File: src/rtl/segchk_pkg.sv
package segchk_pkg;

    localparam int IDX_W = 4;

    // Kinds of access presented to the checker
    typedef enum logic [1:0] {
        ACC_READ  = 2'd0,
        ACC_WRITE = 2'd1,
        ACC_PROBE = 2'd2,   // read that must also be legal as a write
        ACC_FETCH = 2'd3
    } acc_kind_e;

    // Descriptor attribute bits
    typedef struct packed {
        logic rd;
        logic wr;
        logic xd;
    } seg_attr_t;

    // Partial fault causes gathered from the sub-checks
    typedef struct packed {
        logic null_f;
        logic perm_f;
        logic lim_f;
    } fault_vec_t;

    // Index map: 0..5 program segments, 6 hidden scratch segment,
    // 7 local table, 8 task, 9 global table, 10 interrupt table, 11 loader
    localparam logic [IDX_W-1:0] SEG_LAST_PROG = 4'd6;
    localparam logic [IDX_W-1:0] SEG_SCRATCH   = 4'd6;
    localparam logic [IDX_W-1:0] SEG_TASK      = 4'd8;
    localparam logic [IDX_W-1:0] SEG_INT_TBL   = 4'd10;
    localparam logic [IDX_W-1:0] SEG_LOADER    = 4'd11;

    function automatic logic null_exempt(input logic [IDX_W-1:0] idx);
        return (idx == SEG_SCRATCH) || (idx == SEG_TASK) ||
               (idx == SEG_INT_TBL) || (idx == SEG_LOADER);
    endfunction

    function automatic logic attr_checked(input logic [IDX_W-1:0] idx);
        return idx <= SEG_LAST_PROG;
    endfunction

    function automatic logic needs_write(input acc_kind_e k);
        return (k == ACC_WRITE) || (k == ACC_PROBE);
    endfunction

    function automatic logic needs_read(input acc_kind_e k);
        return (k == ACC_READ) || (k == ACC_PROBE);
    endfunction

endpackage

File: src/rtl/seg_perm_check.sv
module seg_perm_check
    import segchk_pkg::*;
(
    input  logic [IDX_W-1:0] idx,
    input  logic             sel_null,
    input  seg_attr_t        attr,
    input  acc_kind_e        kind,
    output logic             null_f,
    output logic             perm_f,
    output logic             xd_eff
);
    logic prog_seg;
    logic wr_bad;
    logic rd_bad;

    always_comb begin
        prog_seg = attr_checked(idx);
        null_f   = sel_null && !null_exempt(idx);
        wr_bad   = needs_write(kind) && !attr.wr;
        rd_bad   = needs_read(kind) && !attr.rd;
        perm_f   = prog_seg && (wr_bad || rd_bad);
        xd_eff   = prog_seg && attr.xd;
    end
endmodule

File: src/rtl/seg_offset_calc.sv
module seg_offset_calc #(
    parameter int ADDR_W = 64,
    parameter int SIZE_W = 4
) (
    input  logic [ADDR_W-1:0] eff_addr,
    input  logic [ADDR_W-1:0] seg_base,
    input  logic [1:0]        log_sel,
    input  logic [SIZE_W-1:0] acc_size,
    output logic [ADDR_W-1:0] off,
    output logic [ADDR_W:0]   end_off
);
    localparam int EXT_W = ADDR_W + 1;

    logic [7:0]        nbits;
    logic [ADDR_W-1:0] wmask;
    logic [ADDR_W-1:0] diff;
    logic [SIZE_W-1:0] span;

    assign nbits = 8'd8 << log_sel;

    // Bit g survives when it lies below the selected width
    for (genvar g = 0; g < ADDR_W; g++) begin : g_mask
        assign wmask[g] = (g < int'(nbits));
    end

    always_comb begin
        diff    = eff_addr - seg_base;
        off     = diff & wmask;
        span    = (acc_size == '0) ? '0 : (acc_size - 1'b1);
        end_off = {1'b0, off} + EXT_W'(span);
    end
endmodule

File: src/rtl/seg_limit_cmp.sv
module seg_limit_cmp #(
    parameter int ADDR_W = 64
) (
    input  logic [ADDR_W-1:0] off,
    input  logic [ADDR_W:0]   end_off,
    input  logic [ADDR_W-1:0] seg_limit,
    input  logic              xd_eff,
    output logic              lim_f
);
    logic first_above;
    logic last_above;

    always_comb begin
        first_above = off > seg_limit;
        last_above  = end_off > {1'b0, seg_limit};
        if (xd_eff) begin
            lim_f = !first_above || !last_above;
        end else begin
            lim_f = first_above || last_above;
        end
    end
endmodule

File: src/rtl/seg_guard.sv
module seg_guard
    import segchk_pkg::*;
#(
    parameter int ADDR_W = 64,
    parameter int SIZE_W = 4
) (
    input  logic              clk,
    input  logic              rst,
    input  logic              chk_en,
    input  logic [3:0]        seg_idx,
    input  logic              sel_null,
    input  logic              attr_rd,
    input  logic              attr_wr,
    input  logic              attr_xd,
    input  logic [ADDR_W-1:0] seg_base,
    input  logic [ADDR_W-1:0] seg_limit,
    input  logic [ADDR_W-1:0] eff_addr,
    input  logic [SIZE_W-1:0] acc_size,
    input  logic [1:0]        acc_kind,
    input  logic              ovr,
    input  logic [1:0]        log_def,
    input  logic [1:0]        log_alt,
    input  logic              sub64,
    output logic              fault,
    output logic [ADDR_W-1:0] seg_off,
    output logic [ADDR_W-1:0] lin_addr
);
    localparam int LIN_KEEP = (ADDR_W < 32) ? ADDR_W : 32;

    seg_attr_t         attr;
    acc_kind_e         kind;
    fault_vec_t        causes;
    logic              xd_eff;
    logic [1:0]        log_sel;
    logic [ADDR_W-1:0] off_c;
    logic [ADDR_W:0]   end_c;
    logic [ADDR_W-1:0] lin_c;
    logic              fault_c;
    logic              cut32;

    assign attr    = '{rd: attr_rd, wr: attr_wr, xd: attr_xd};
    assign kind    = acc_kind_e'(acc_kind);
    assign log_sel = ovr ? log_alt : log_def;
    assign cut32   = !sub64 || ovr;

    seg_perm_check u_perm (
        .idx      (seg_idx),
        .sel_null (sel_null),
        .attr     (attr),
        .kind     (kind),
        .null_f   (causes.null_f),
        .perm_f   (causes.perm_f),
        .xd_eff   (xd_eff)
    );

    seg_offset_calc #(
        .ADDR_W (ADDR_W),
        .SIZE_W (SIZE_W)
    ) u_off (
        .eff_addr (eff_addr),
        .seg_base (seg_base),
        .log_sel  (log_sel),
        .acc_size (acc_size),
        .off      (off_c),
        .end_off  (end_c)
    );

    seg_limit_cmp #(
        .ADDR_W (ADDR_W)
    ) u_lim (
        .off       (off_c),
        .end_off   (end_c),
        .seg_limit (seg_limit),
        .xd_eff    (xd_eff),
        .lim_f     (causes.lim_f)
    );

    // Width cut for the linear address
    if (ADDR_W > 32) begin : g_wide
        assign lin_c = cut32 ? {{(ADDR_W-LIN_KEEP){1'b0}}, eff_addr[LIN_KEEP-1:0]}
                             : eff_addr;
    end else begin : g_narrow
        assign lin_c = eff_addr;
    end

    assign fault_c = chk_en && (|causes);

    always_ff @(posedge clk) begin
        if (rst) begin
            fault    <= 1'b0;
            seg_off  <= '0;
            lin_addr <= '0;
        end else begin
            fault    <= fault_c;
            seg_off  <= off_c;
            lin_addr <= lin_c;
        end
    end
endmodule

File: config.mk
export PLATFORM = sky130hd
export DESIGN_NAME = seg_guard
export DESIGN_NICKNAME = d
export VERILOG_FILES = /design/src/rtl/segchk_pkg.sv /design/src/rtl/seg_perm_check.sv /design/src/rtl/seg_offset_calc.sv /design/src/rtl/seg_limit_cmp.sv /design/src/rtl/seg_guard.sv
export SDC_FILE = /design/constraint.sdc
export NUM_CORES = 1
export LEC_CHECK = 0
export ABC_AREA = 1
export BUFFER_PORTS_ARGS = -buffer_cell sky130_fd_sc_hd__buf_2
export CAP_MARGIN = 5
export CORE_ASPECT_RATIO = 0.75
export CORE_MARGIN = 8
export CORE_UTILIZATION = 45
export CTS_BUF_LIST = sky130_fd_sc_hd__clkbuf_4 sky130_fd_sc_hd__clkbuf_8
export DETAILED_ROUTE_END_ITERATION = 7
export PLACE_DENSITY = 0.75
export SLEW_MARGIN = 0
export SYNTH_ARGS = -nofsm -noshare
export SYNTH_HDL_FRONTEND = slang
export SYNTH_HIERARCHICAL = 1
export SYNTH_SLANG_ARGS = --single-unit
File: constraint.sdc
create_clock -name clk -period 5.1 [get_ports clk]
set_input_delay 0.51 -clock clk [delete_from_list [all_inputs] [get_ports clk]]
set_output_delay 0.51 -clock clk [all_outputs]
set_load 0.1 [all_outputs]
==> metrics.yaml <==
finish:
  post-route-cell-area_um2: 20090
  seqCellArea_um2: 2582
  fillers: 4057
  post-route-util_pct: 54.16
  multi_input_area_um2: 11230
  layout.nets: 3864
  drive_gt1_share_pct: 19.47
  synthToLayoutAreaGrowth_pct: 18.79
  stdcell_count: 3969
job:
  cap_violations: 0
synthesis:
  yosys.cell_types.count: 48
  synthMuxAreaShare_pct: 0
  synth_fp_nets: 3449
  synth_area_leader_cell: "nand2_1"
  synth_seq_area_share_pct: 15.27
  netlist_top_cells_area: "nand2_1, inv_1, dfxtp_1, ha_1, nor2_1"
  synth_xor_area_share_pct: 2.168
  synth_top_family_by_area: "simple AND/OR/NAND/NOR gates"
  synthAdderAreaFrac_pct: 14.96
  synth_top_area_share_pct: 21.35
  synthesis.area_um2: 16910
  synth_edf_count: 0
  synth_compound_area_share_pct: 4.668
  yosysMostFrequentCell: "nand2_1"
  netlist_top_cells_count: "nand2_1, inv_1, nor2_1"
  synth_simple_gate_area_share_pct: 44.54
  syn_avg_cell_area_um2: 5.576
  synth.ff_latch_count: 129
  yosys_warnings: 6
  async_flop_share_pct: 0
  synth_flop_cell: "dfxtp_1"
  syn-instance-count: 3033
cts:
  cts_buffer_depth: 2
  cts_tree: "built"
  cts_max_level: 4
  path_clk_slew_ns: 0.09
  cts.repair.resized: 0
  ctsRootBufferMaster: "clkbuf_8"
  cts_buffers: 17
  post-cts-setup-buffer-count: 0
  clock_sinks: 129
  cts_hold_buf: 0
setup_path:
  max_stage_delay_ns: 0.39
  path_max_fanout: 5
  arrival_ns: 5.08
  crit_required_ns: 5.52
  worstSetupEndpointType: "flop"
  critPathSlowestCell: "fa_2"
  cp-start-kind: "primary input"
  critPathMostFrequentCell: "nand2_1"
  crit_type: "in2reg"
  worstSetupStartpoint: "eff_addr[0]"
global_routing:
  first_global_vias: 17464
  grt_max_degree: 52
  antenna_found_initial: 2
  grt_pass1_wl_um: 91660
  grt_use_total_pct: 26.49
  grt.overflow.total: 0
placed_design:
  gp_congestion: 1.022
  dp.cells: 3933
  numPortBuffers: 343
  dp_hpwl_um: 52610
  dp_slack_ns: -0.1109
  place_area_um2: 19660
power_and_ir_drop:
  p_leak_uw: 0.01249
  peakVddDrop_v: 0.0002095
  p_int_uw: 2151
  combPwrFrac_pct: 51.8
  clockPowerShare_pct: 22.9
  power_density_nw_per_um2: 210.4
  p_sw_share_pct: 49.13
  pwr-share-seq_pct: 25.4
  p_switching_uw: 2077
  power.total_uw: 4227
route:
  highest-signal-layer: "met4"
  vias: 18995
  vias_per_cell: 4.786
  drt.antenna.violating_nets: 0
  met2WireLength_um: 24810
  drcViolationCount: 0
  drt_iter0_markers: 1901
  wl_um: 59920
  drt_pass1_iterations: 6
  met1_length_um: 27390
  dr_wl_met3_um: 6595
  avgRoutedWirePerCell_um: 15.10
sta:
  setup_viol_count_final: 0
  max_freq_mhz: 214.8
  finalCriticalPeriod_ns: 4.656
  hold_viol: 0
  fin_ws_ns: 0.4442
  worst_pin_slew_ns: 0.7388
  slew_headroom_pct: 50.05
  drv_slew: 0
  period_share_pct: 91.29
hold_path:
  min_path_type: "in2reg"
  min_from: "eff_addr[2]"
  worstHoldEndpoint: "lin_addr[2]"
  holdPathStages: 3
floorplan:
  fp-row-count: 61
  core_area_um2: 37090
  start_util_pct: 45.59
  io_pins: 344
  fp.dieArea_um2: 44110
  die_h_um: 183.9
  die_x_um: 239.9
outcome:
  status: "completed"
## critical path, delay by kind of cell
| family | cells | cell delay (ns) |
|---|---|---|
| AOI/OAI and AO/OA | 2 | 0.26 |
| and+or+nand+nor | 30 | 2.61 |
| xor gates and xnor gates | 1 | 0.19 |
| adders and majority gates | 4 | 1.17 |
| buffers and inverters | 4 | 0.34 |
## worst max-delay path by stage
| stage | cells after the start | end |
|---|---|---|
| after floorplan | 37 | fault |
| after global placement | 40 | fault |
| after detailed placement | 41 | fault |
| after CTS | 41 | fault |
| after global routing | 36 | fault |
| final | 41 | fault |
## metrics by stage
stage,setup TNS (ns),hold WS [ns]
after global routing,-0.01059,0.1955
after global placement,0,0.7298
final,0,0.2134
after floorplan,0,0.6170
after CTS,0,0.1849
after detailed placement,-0.1109,0.7376
## logic make-up (layout without fill, tap and decap cells)
group           Yosys count  after routing
buf+inv                 809           1237
fa+ha+maj               201            201
other cells               0              4
simple gates           1709           1709
flops                   129            129
compound gates          144            144
xor+xnor                 41             41
## power by group through the flow
stage | clock network (uW) | logic (uW) | registers (uW)
2_1_floorplan | 0 | 1160 | 1500
3_3_place_gp | 0 | 2130 | 1100
3_5_place_dp | 0 | 2140 | 1100
4_1_cts | 996 | 2150 | 1070
5_1_grt | 1030 | 2410 | 1080
6_report | 966 | 2190 | 1070
## flip-flops by register name, summed over array words and instances (netlist names)
name      count
seg_off      64
lin_addr     64
fault         1
## cell type report
type	instances	share of cell area [%]
Multi-Input combinational cell	2095	55.89
Antenna cell	4	0.04982
Inverter	789	14.74
Clock inverter	13	0.7536
Tap cell	504	3.139
Clock buffer	19	1.302
Timing Repair Buffer	416	11.27
Sequential cell	129	12.85
## metal layers
layer  GRT usage, %  vias to the layer above
met4          6.807                        0
met2          40.93                      802
li1               -                     9916
met1          36.48                     8209
met3          6.531                       68
met5              0                        -
## layout by cell type, fill, tap and decap left out, types with 9 or more instances in the layout
| master | Yosys | layout |
|---|---|---|
| nand2_1 | 962 | 962 |
| nand3_2 | 16 | 16 |
| nor2_1 | 341 | 340 |
| buf_4 | 0 | 73 |
| nor2_2 | 76 | 76 |
| inv_2 | 60 | 60 |
| nand2_2 | 32 | 32 |
| buf_2 | 6 | 343 |
| xor2_1 | 36 | 36 |
| nand3b_1 | 17 | 17 |
| nor2_4 | 18 | 19 |
| clkbuf_8 | 0 | 19 |
| ha_1 | 199 | 199 |
| o21ai_1 | 8 | 9 |
| nor3_1 | 20 | 20 |
| nand3_1 | 141 | 141 |
| nand4_1 | 55 | 55 |
| inv_1 | 723 | 723 |
| dfxtp_1 | 129 | 129 |
| a21oi_1 | 103 | 103 |
No activity file was read; power rests on OpenSTA's default activity.
